<file path="config.mk">
export PLATFORM = sky130hd
export DESIGN_NAME = decade_ring_counter
export DESIGN_NICKNAME = d
export VERILOG_FILES = /design/src/rtl/jdc_pkg.sv /design/src/rtl/jdc_sync.sv /design/src/rtl/jdc_step.sv /design/src/rtl/jdc_ring.sv /design/src/rtl/jdc_decode.sv /design/src/rtl/decade_ring_counter.sv
export SDC_FILE = /design/constraint.sdc
export NUM_CORES = 1
export LEC_CHECK = 0
export BUFFER_PORTS_ARGS = -buffer_cell sky130_fd_sc_hd__buf_2
export CAP_MARGIN = 20
export CORE_MARGIN = 2
export CORE_UTILIZATION = 40
export CTS_BUF_LIST = sky130_fd_sc_hd__clkbuf_16
export DETAILED_ROUTE_END_ITERATION = 6
export PLACE_DENSITY = 0.7
export SETUP_SLACK_MARGIN = 0.05
export SYNTH_ARGS = -nofsm -noshare
export SYNTH_HDL_FRONTEND = slang
export SYNTH_SLANG_ARGS = --single-unit
</file>
<file path="constraint.sdc">
create_clock -name clk_i -period 1.5 [get_ports clk_i]
set_clock_uncertainty 0.15 [all_clocks]
set_input_delay 0 -clock clk_i [delete_from_list [all_inputs] [get_ports clk_i]]
set_output_delay 0 -clock clk_i [all_outputs]
set_load 0.05 [all_outputs]
</file>
<file path="src/rtl/jdc_pkg.sv">
package jdc_pkg;
  localparam int unsigned STAGES_DEF     = 5;
  localparam int unsigned SYNC_DEPTH_DEF = 2;

  typedef enum logic [1:0] {
    ACT_HOLD,
    ACT_STEP,
    ACT_LOAD,
    ACT_CLEAR
  } ring_act_e;
endpackage

</file>
<file path="src/rtl/jdc_sync.sv">
module jdc_sync #(
  parameter int unsigned WIDTH = 3,
  parameter int unsigned DEPTH = 2
) (
  input  logic             clk_i,
  input  logic             rst_ni,
  input  logic [WIDTH-1:0] d_i,
  output logic [WIDTH-1:0] q_o
);
  logic [DEPTH-1:0][WIDTH-1:0] stage_q;

  if (DEPTH == 1) begin : g_single
    always_ff @(posedge clk_i or negedge rst_ni) begin
      if (!rst_ni) stage_q <= '0;
      else         stage_q <= d_i;
    end
  end else begin : g_chain
    always_ff @(posedge clk_i or negedge rst_ni) begin
      if (!rst_ni) stage_q <= '0;
      else         stage_q <= {stage_q[DEPTH-2:0], d_i};
    end
  end

  assign q_o = stage_q[DEPTH-1];
endmodule

</file>
<file path="src/rtl/jdc_step.sv">
module jdc_step (
  input  logic clk_i,
  input  logic rst_ni,
  input  logic up_s_i,
  input  logic dn_s_i,
  output logic step_o
);
  logic up_q, dn_q;
  logic up_edge, dn_edge;

  always_ff @(posedge clk_i or negedge rst_ni) begin
    if (!rst_ni) begin
      up_q <= 1'b0;
      dn_q <= 1'b0;
    end else begin
      up_q <= up_s_i;
      dn_q <= dn_s_i;
    end
  end

  // each input gates the other
  assign up_edge = up_s_i & ~up_q & ~dn_s_i;
  assign dn_edge = ~dn_s_i & dn_q & up_s_i;
  assign step_o  = up_edge | dn_edge;
endmodule

</file>
<file path="src/rtl/jdc_ring.sv">
module jdc_ring
  import jdc_pkg::*;
#(
  parameter int unsigned STAGES = STAGES_DEF
) (
  input  logic              clk_i,
  input  logic              rst_ni,
  input  ring_act_e         act_i,
  input  logic [STAGES-1:0] load_val_i,
  output logic [STAGES-1:0] ring_o
);
  logic [STAGES-1:0] ring_q, nxt;

  always_comb begin
    nxt    = {ring_q[STAGES-2:0], ~ring_q[STAGES-1]};
    // drop an isolated one entering stage 2; legal codes pass unchanged
    nxt[2] = ring_q[1] & (ring_q[0] | ring_q[2]);
  end

  always_ff @(posedge clk_i or negedge rst_ni) begin
    if (!rst_ni) ring_q <= '0;
    else begin
      case (act_i)
        ACT_CLEAR: ring_q <= '0;
        ACT_LOAD:  ring_q <= load_val_i;
        ACT_STEP:  ring_q <= nxt;
        default:   ring_q <= ring_q;
      endcase
    end
  end

  assign ring_o = ring_q;
endmodule

</file>
<file path="src/rtl/jdc_decode.sv">
module jdc_decode #(
  parameter int unsigned STAGES = 5,
  localparam int unsigned STATES = 2 * STAGES
) (
  input  logic [STAGES-1:0] ring_i,
  output logic [STATES-1:0] dec_o
);
  for (genvar k = 0; k < STAGES; k++) begin : g_pair
    if (k == 0) begin : g_edge
      assign dec_o[0]      = ~ring_i[STAGES-1] & ~ring_i[0];
      assign dec_o[STAGES] =  ring_i[STAGES-1] &  ring_i[0];
    end else begin : g_mid
      assign dec_o[k]          = ring_i[k-1] & ~ring_i[k];
      assign dec_o[STAGES + k] = ring_i[k]   & ~ring_i[k-1];
    end
  end
endmodule

</file>
<file path="src/rtl/decade_ring_counter.sv">
module decade_ring_counter
  import jdc_pkg::*;
#(
  parameter int unsigned STAGES     = STAGES_DEF,
  parameter int unsigned SYNC_DEPTH = SYNC_DEPTH_DEF,
  localparam int unsigned STATES    = 2 * STAGES
) (
  input  logic              clk_i,
  input  logic              rst_ni,
  input  logic              rise_cnt_i,
  input  logic              fall_cnt_i,
  input  logic              clear_i,
  input  logic              load_i,
  input  logic [STAGES-1:0] load_val_i,
  output logic [STATES-1:0] dec_o,
  output logic              carry_n_o
);
  logic [2:0]        sync_q;
  logic              up_s, dn_s, clr_s;
  logic              step;
  ring_act_e         act;
  logic [STAGES-1:0] ring_q;

  jdc_sync #(.WIDTH(3), .DEPTH(SYNC_DEPTH)) u_sync (
    .clk_i  (clk_i),
    .rst_ni (rst_ni),
    .d_i    ({clear_i, fall_cnt_i, rise_cnt_i}),
    .q_o    (sync_q)
  );

  assign {clr_s, dn_s, up_s} = sync_q;

  jdc_step u_step (
    .clk_i  (clk_i),
    .rst_ni (rst_ni),
    .up_s_i (up_s),
    .dn_s_i (dn_s),
    .step_o (step)
  );

  always_comb begin
    if (clr_s)       act = ACT_CLEAR;
    else if (load_i) act = ACT_LOAD;
    else if (step)   act = ACT_STEP;
    else             act = ACT_HOLD;
  end

  jdc_ring #(.STAGES(STAGES)) u_ring (
    .clk_i      (clk_i),
    .rst_ni     (rst_ni),
    .act_i      (act),
    .load_val_i (load_val_i),
    .ring_o     (ring_q)
  );

  jdc_decode #(.STAGES(STAGES)) u_dec (
    .ring_i (ring_q),
    .dec_o  (dec_o)
  );

  assign carry_n_o = ~ring_q[STAGES-1];
endmodule

</file>
=== After elaboration in Yosys (flattened, before gate mapping) ===
Index checks and enable logic that the tools add are counted.

* Bits in registers: 13
* Output and inout port bits: 11
* Word-level logic and storage cells: 37

* Eq/ne operators: 3
* Muxes and demuxes: 4
* Bitwise logic cells: 24
* Reductions and logical operators: 1

{| class="wikitable"
|+ Operators with widths
! kind !! count
|-
| $and 1x1->1 || 15
|-
| $pmux 5 s3 || 1
|-
| $not 1->1 || 7
|-
| $eq 2x2->1 const B || 2
|-
| $mux 2 || 2
|-
| $reduce_bool 3->1 || 1
|-
| $eq 2x1->1 const B || 1
|-
| $or 1x1->1 || 2
|-
| $mux 1 || 1
|}

=== Logic depth before layout (Yosys ltp) ===
* Word-level depth: 9
* Gate-level depth with buffers: 7
* Mapped depth without buffers: 7

=== Cells and area by module ===
A second synthesis with hierarchy kept.

* Cell total of the unflattened synthesis: 56
* Area total of the unflattened synthesis: 629.4 um^2

{| class="wikitable"
|+ Modules (own cells, without submodules)
! module !! times used !! cells each !! area an instance (um^2) !! seq. area each (um^2)
|-
| jdc_ring || 1 || 29 || 294.0 || 125.1
|-
| jdc_sync || 1 || 9 || 172.7 || 150.1
|-
| jdc_step || 1 || 4 || 76.3 || 50.0
|-
| jdc_decode || 1 || 10 || 65.1 || 0.0
|-
| decade_ring_counter || 1 || 4 || 21.3 || 0.0
|}

=== Worst setup path before layout ===
OpenSTA, ideal clock, no wires.

* Kind: register to register
* Start point: reg u_step.dn_q
* End point: reg u_ring.ring_q[0] (netlist: u_ring.ring_o[0])
* Data arrival time: 1.376 ns
* Data required time: 1.273 ns
* Path slack: -0.102 ns
* Stages on the path, launching flop included: 6
* Path buffers: 0
* Cell sequence: dfrtp_1 -> nand2b_1 -> a31oi_1 -> ha_1 -> or2_4 -> o21ai_1

* Longest elaborated chain between the ends: 8

{| class="wikitable"
|+ RTL lines
! what !! line !! source
|-
| from (decl) || jdc_step.sv:8 || <nowiki>logic up_q, dn_q;</nowiki>
|-
| from (signal assigned) || jdc_step.sv:17 || <nowiki>dn_q <= dn_s_i;</nowiki>
|-
| $and 1x1->1 (*) (2 in a row) || jdc_step.sv:23 || <nowiki>assign dn_edge = ~dn_s_i & dn_q & up_s_i;</nowiki>
|-
| $or 1x1->1 (*) || jdc_step.sv:24 || <nowiki>assign step_o = up_edge | dn_edge;</nowiki>
|-
| $mux 1 (*) || decade_ring_counter.sv:44 || <nowiki>else if (step) act = ACT_STEP;</nowiki>
|-
| $mux 2 (*) || decade_ring_counter.sv:43 || <nowiki>else if (load_i) act = ACT_LOAD;</nowiki>
|-
| $mux 2 (*) || decade_ring_counter.sv:42 || <nowiki>if (clr_s) act = ACT_CLEAR;</nowiki>
|-
| $eq 2x1->1 or $eq 2x2->1 (tied branches) || jdc_ring.sv:23 || <nowiki>case (act_i)</nowiki>
|-
| $pmux 5 s3 or $reduce_bool 3->1 (tied branches) || n/a ||
|-
| to (signal assigned) || jdc_ring.sv:25 || <nowiki>ACT_LOAD: ring_q <= load_val_i;</nowiki>
|-
| to (signal assigned) || jdc_ring.sv:26 || <nowiki>ACT_STEP: ring_q <= nxt;</nowiki>
|-
| to (signal assigned) || jdc_ring.sv:27 || <nowiki>default: ring_q <= ring_q;</nowiki>
|-
| to (decl) || jdc_ring.sv:12 || <nowiki>logic [STAGES-1:0] ring_q, nxt;</nowiki>
|}

Every way passes the cells marked *; elsewhere a longest branch is shown, timed or not.
A chain may end at the register's enable or synchronous reset.

=== Worst setup path in the final report ===
* Start point: reg u_step.dn_q
* End point: reg u_ring.ring_q[2] (netlist: u_ring.ring_o[2])

Same word-level chain as after synthesis.

==> summary.md <==
| Metric | Value |
|---|---|
| Hold Crit Endpoint | u_ring.ring_o[2] |
| Final setup vio count | 5 |
| Least-Margin Pin Slew | between 0.2 and 0.3 ns |
| Clk slew on worst S/H paths | ~0.040 ns |
| Routed wire per std cell | between 10 and 15 um |
| Initial DRC Count | 7 |
| Flop-to-flop setup slack | -0.06 ns |
| Sequential fraction of the synthesis area | 0.570 |
| Layout fillers | 95 |
| Largest net degree at the start of global routing | 14 |
| Number of global-route vias before repair | approximately 460 |
| Failing checks | negative setup slack |
| Syn_nets | between 60 and 70 |
| Post-synth EDFFs | 0 |
| Worst-path fanout max | 5 |
| Layout cells sized above 1 | 0.471 |
| Dpl cells | 88 |
| Most area-consuming cells after synthesis | dfrtp_1, nor2b_1, a22oi_1 |
| Worst hold stages | 4 |
| WS Path Type | reg2reg |
| Die Area | 1740 um2 |
| Most common cell in the netlist | dfrtp_1 |
| First drt pass iteration count | 4 |
| Synth Area per Inst | about 11 um2 |
| Via density | a little over 5 |
| Slew Limit Headroom | 0.800 |
| Max Root-Sink Buffers | 2 |
| Area Overhead vs Synth | 62.7% |
| Reg2reg path depth | 7 |
| Req. time, crit path | 1.48 ns |
| Area of the mapped netlist | around 570 um2 |
| Maximum vdd drop | between 0.0008 and 0.0009 V |
| # Post-CTS Setup Buffers | 0 |
| Crit path DAT | 1.53 ns |
| Chip Width | 41.8 um |
| Tmin final | 1.56 ns |
| Worst r2r src | u_step.dn_q |
| Storage element area | about 330 um2 |
| Buffers on Ports | 21 |
| Hold WS | 0.0105 ns |
| Yosys cell types | 17 |
| DRT antenna net count | 0 |
| Status | finished, violations left |
| CTS root buffer | clkbuf_16 |
| H-tree depth | 1 |
| Final Util | 0.705 |
| Leading area contributor after synthesis | dfrtp_1 |
| Final hold vios | 0 |
| Worst hold path class | in2reg |
| Sinks on the clock net | 13 |
| Worst setup SP type | register |
| Final WL | 1450 um |
| Crit Reg-Reg Endpoint | u_ring.ring_o[2] |
| CTS tree | built |
| Critical path capture point type | register |
| # IOs | 22 |
| GPL Wtd Cong | around 0.87 |
| CTS Buf Count | 3 |
| Post-synth ARST share | 1.00 |
| GRT Resource Usage Total | 0.191 |
| Final worst setup slack | -0.0554 ns |
| Period utilization | 1.04 |
| Max frequency | around 640 MHz |
| Ys Warns | 0 |
| Unrepaired setup endpoints after global routing | yes |
| Mapped Cells | between 50 and 60 |
| Most frequent cells after synthesis | dfrtp_1, nor2b_1, a22oi_1, nand2_1, nor2_1 |
| Initial antenna violation count | 0 |
| Initial Utilization | 0.433 |
| Final #Nets | 100 |
| Via count | approximately 510 |
| Min-delay src | load_val_i[2] |
| Worst-Skew Late Latency | approximately 0.24 ns |
| Residual DRC | 0 |
| CORE AREA | between 1000 and 1500 um2 |
| Synth top area share | 0.570 |
| Grt ovf | 0 |
| Antenna diodes | 0 |
| Final Max Tran Viols | 0 |
| Area of the multi-input gates | 302 um2 |
| Max-cap violations | 0 |
| Top FF cell, synth | dfrtp_1 |
| Rows | 13 |
| Post-Layout Cell Count | 100 |
| Global-route wire length before repair | 2260 um |
| Flops & latches, synth | 13 |
| Power density cells | roughly 1200 nW/um2 |
| Lkg Pwr | ~0.00045 uW |
| Die Y-Extent | roughly 42 um |
[flip-flops by register name, summed over array words and instances (netlist names)]
signal,count
u_sync.stage_q,3
u_sync.q_o,3
u_step.dn_q,1
u_ring.ring_o,5
u_step.up_q,1
[worst max-delay path, cell delays in order (launching register included)]
cell and delay [ns]:
dfrtp_1 0.37, nand2b_4 0.15, a31oi_4 0.19, inv_2 0.07, ha_4 0.18, a22oi_2 0.15
o21bai_1 0.08, o21a_1 0.11
[layout make-up]
class,count,area share
repair buffers,30,0.208
clock inverters,1,0.00404
flip-flops and latches,13,0.350
multi-input cells,35,0.325
clock buffers,3,0.0809
inverters,3,0.0121
well taps,15,0.0202
[cells in the final DEF, fill, tap and decap left out, drive strengths merged]
cell,netlist,final
ha,3,3
and2,1,1
o21a,1,1
a31oi,1,1
or2,2,2
dlygate4sd3,0,8
a21oi,1,1
o21ai,4,4
o21bai,1,1
clkbuf,0,3
nor2b,7,7
nand2b,1,1
a22oi,5,5
buf,0,22
nand2,4,4
nor2,4,4
inv,3,4
dfrtp,13,13
[per-layer routing]
layer / GRT usage / wire [um]
met3: 0.0652 / 99
met1: 0.229 / 563
met2: 0.266 / 707
met5: 0 / 0
met4: 0.174 / 76
[stage by stage]
stage | worst slack (ns) | TNS (ns) | instance area (um2) | total power (uW)
detailed placement | -0.0753 | -0.210 | 749 | 570
global route | -0.135 | -0.536 | 928 | 1120
global placement | -0.0584 | -0.0967 | 749 | 568
floorplan | 0.0166 | 0 | 618 | 518
finish | -0.0554 | -0.213 | 928 | 1080
CTS | -0.0684 | -0.311 | 923 | 1080
[timing repair]
| item | in CTS | in global routing |
|---|---|---|
| setup endpoints to repair | 5 | 5 |
| endpoints found under the hold margin | 20 | 0 |
| cloned | 0 | 0 |
| pin swaps | 4 | 3 |
| hold buffers | 8 | 0 |
| resized for setup | 3 | 1 |
[worst max-delay path by stage]
stage | from | end | slack (ns) | depth (start not counted)
5_1_grt | u_step.dn_q | u_ring.ring_o[2] | -0.14 | 7
6_report | u_step.dn_q | u_ring.ring_o[2] | -0.06 | 7
2_1_floorplan | u_step.dn_q | u_ring.ring_o[2] | 0.02 | 7
3_5_place_dp | u_step.dn_q | u_ring.ring_o[2] | -0.08 | 7
3_3_place_gp | u_step.dn_q | u_ring.ring_o[2] | -0.06 | 7
4_1_cts | u_step.dn_q | u_ring.ring_o[1] | -0.07 | 5
[logic make-up after synthesis]
kind of cell	synth area share
adder cells (fa/ha/maj)	0.0658
buffers and inverters	0.0197
flip-flops	0.570
AO/OA/AOI/OAI	0.167
AND/OR/NAND/NOR	0.178
[power breakdown]
part           internal (uW)  switching (uW)  leakage [uW]
sequential               371            20.0      0.000161
combinational           76.2             124      0.000249
clock                    351             142     0.0000423
total                    798             286      0.000453
Power figures use the tool's default switching activity.
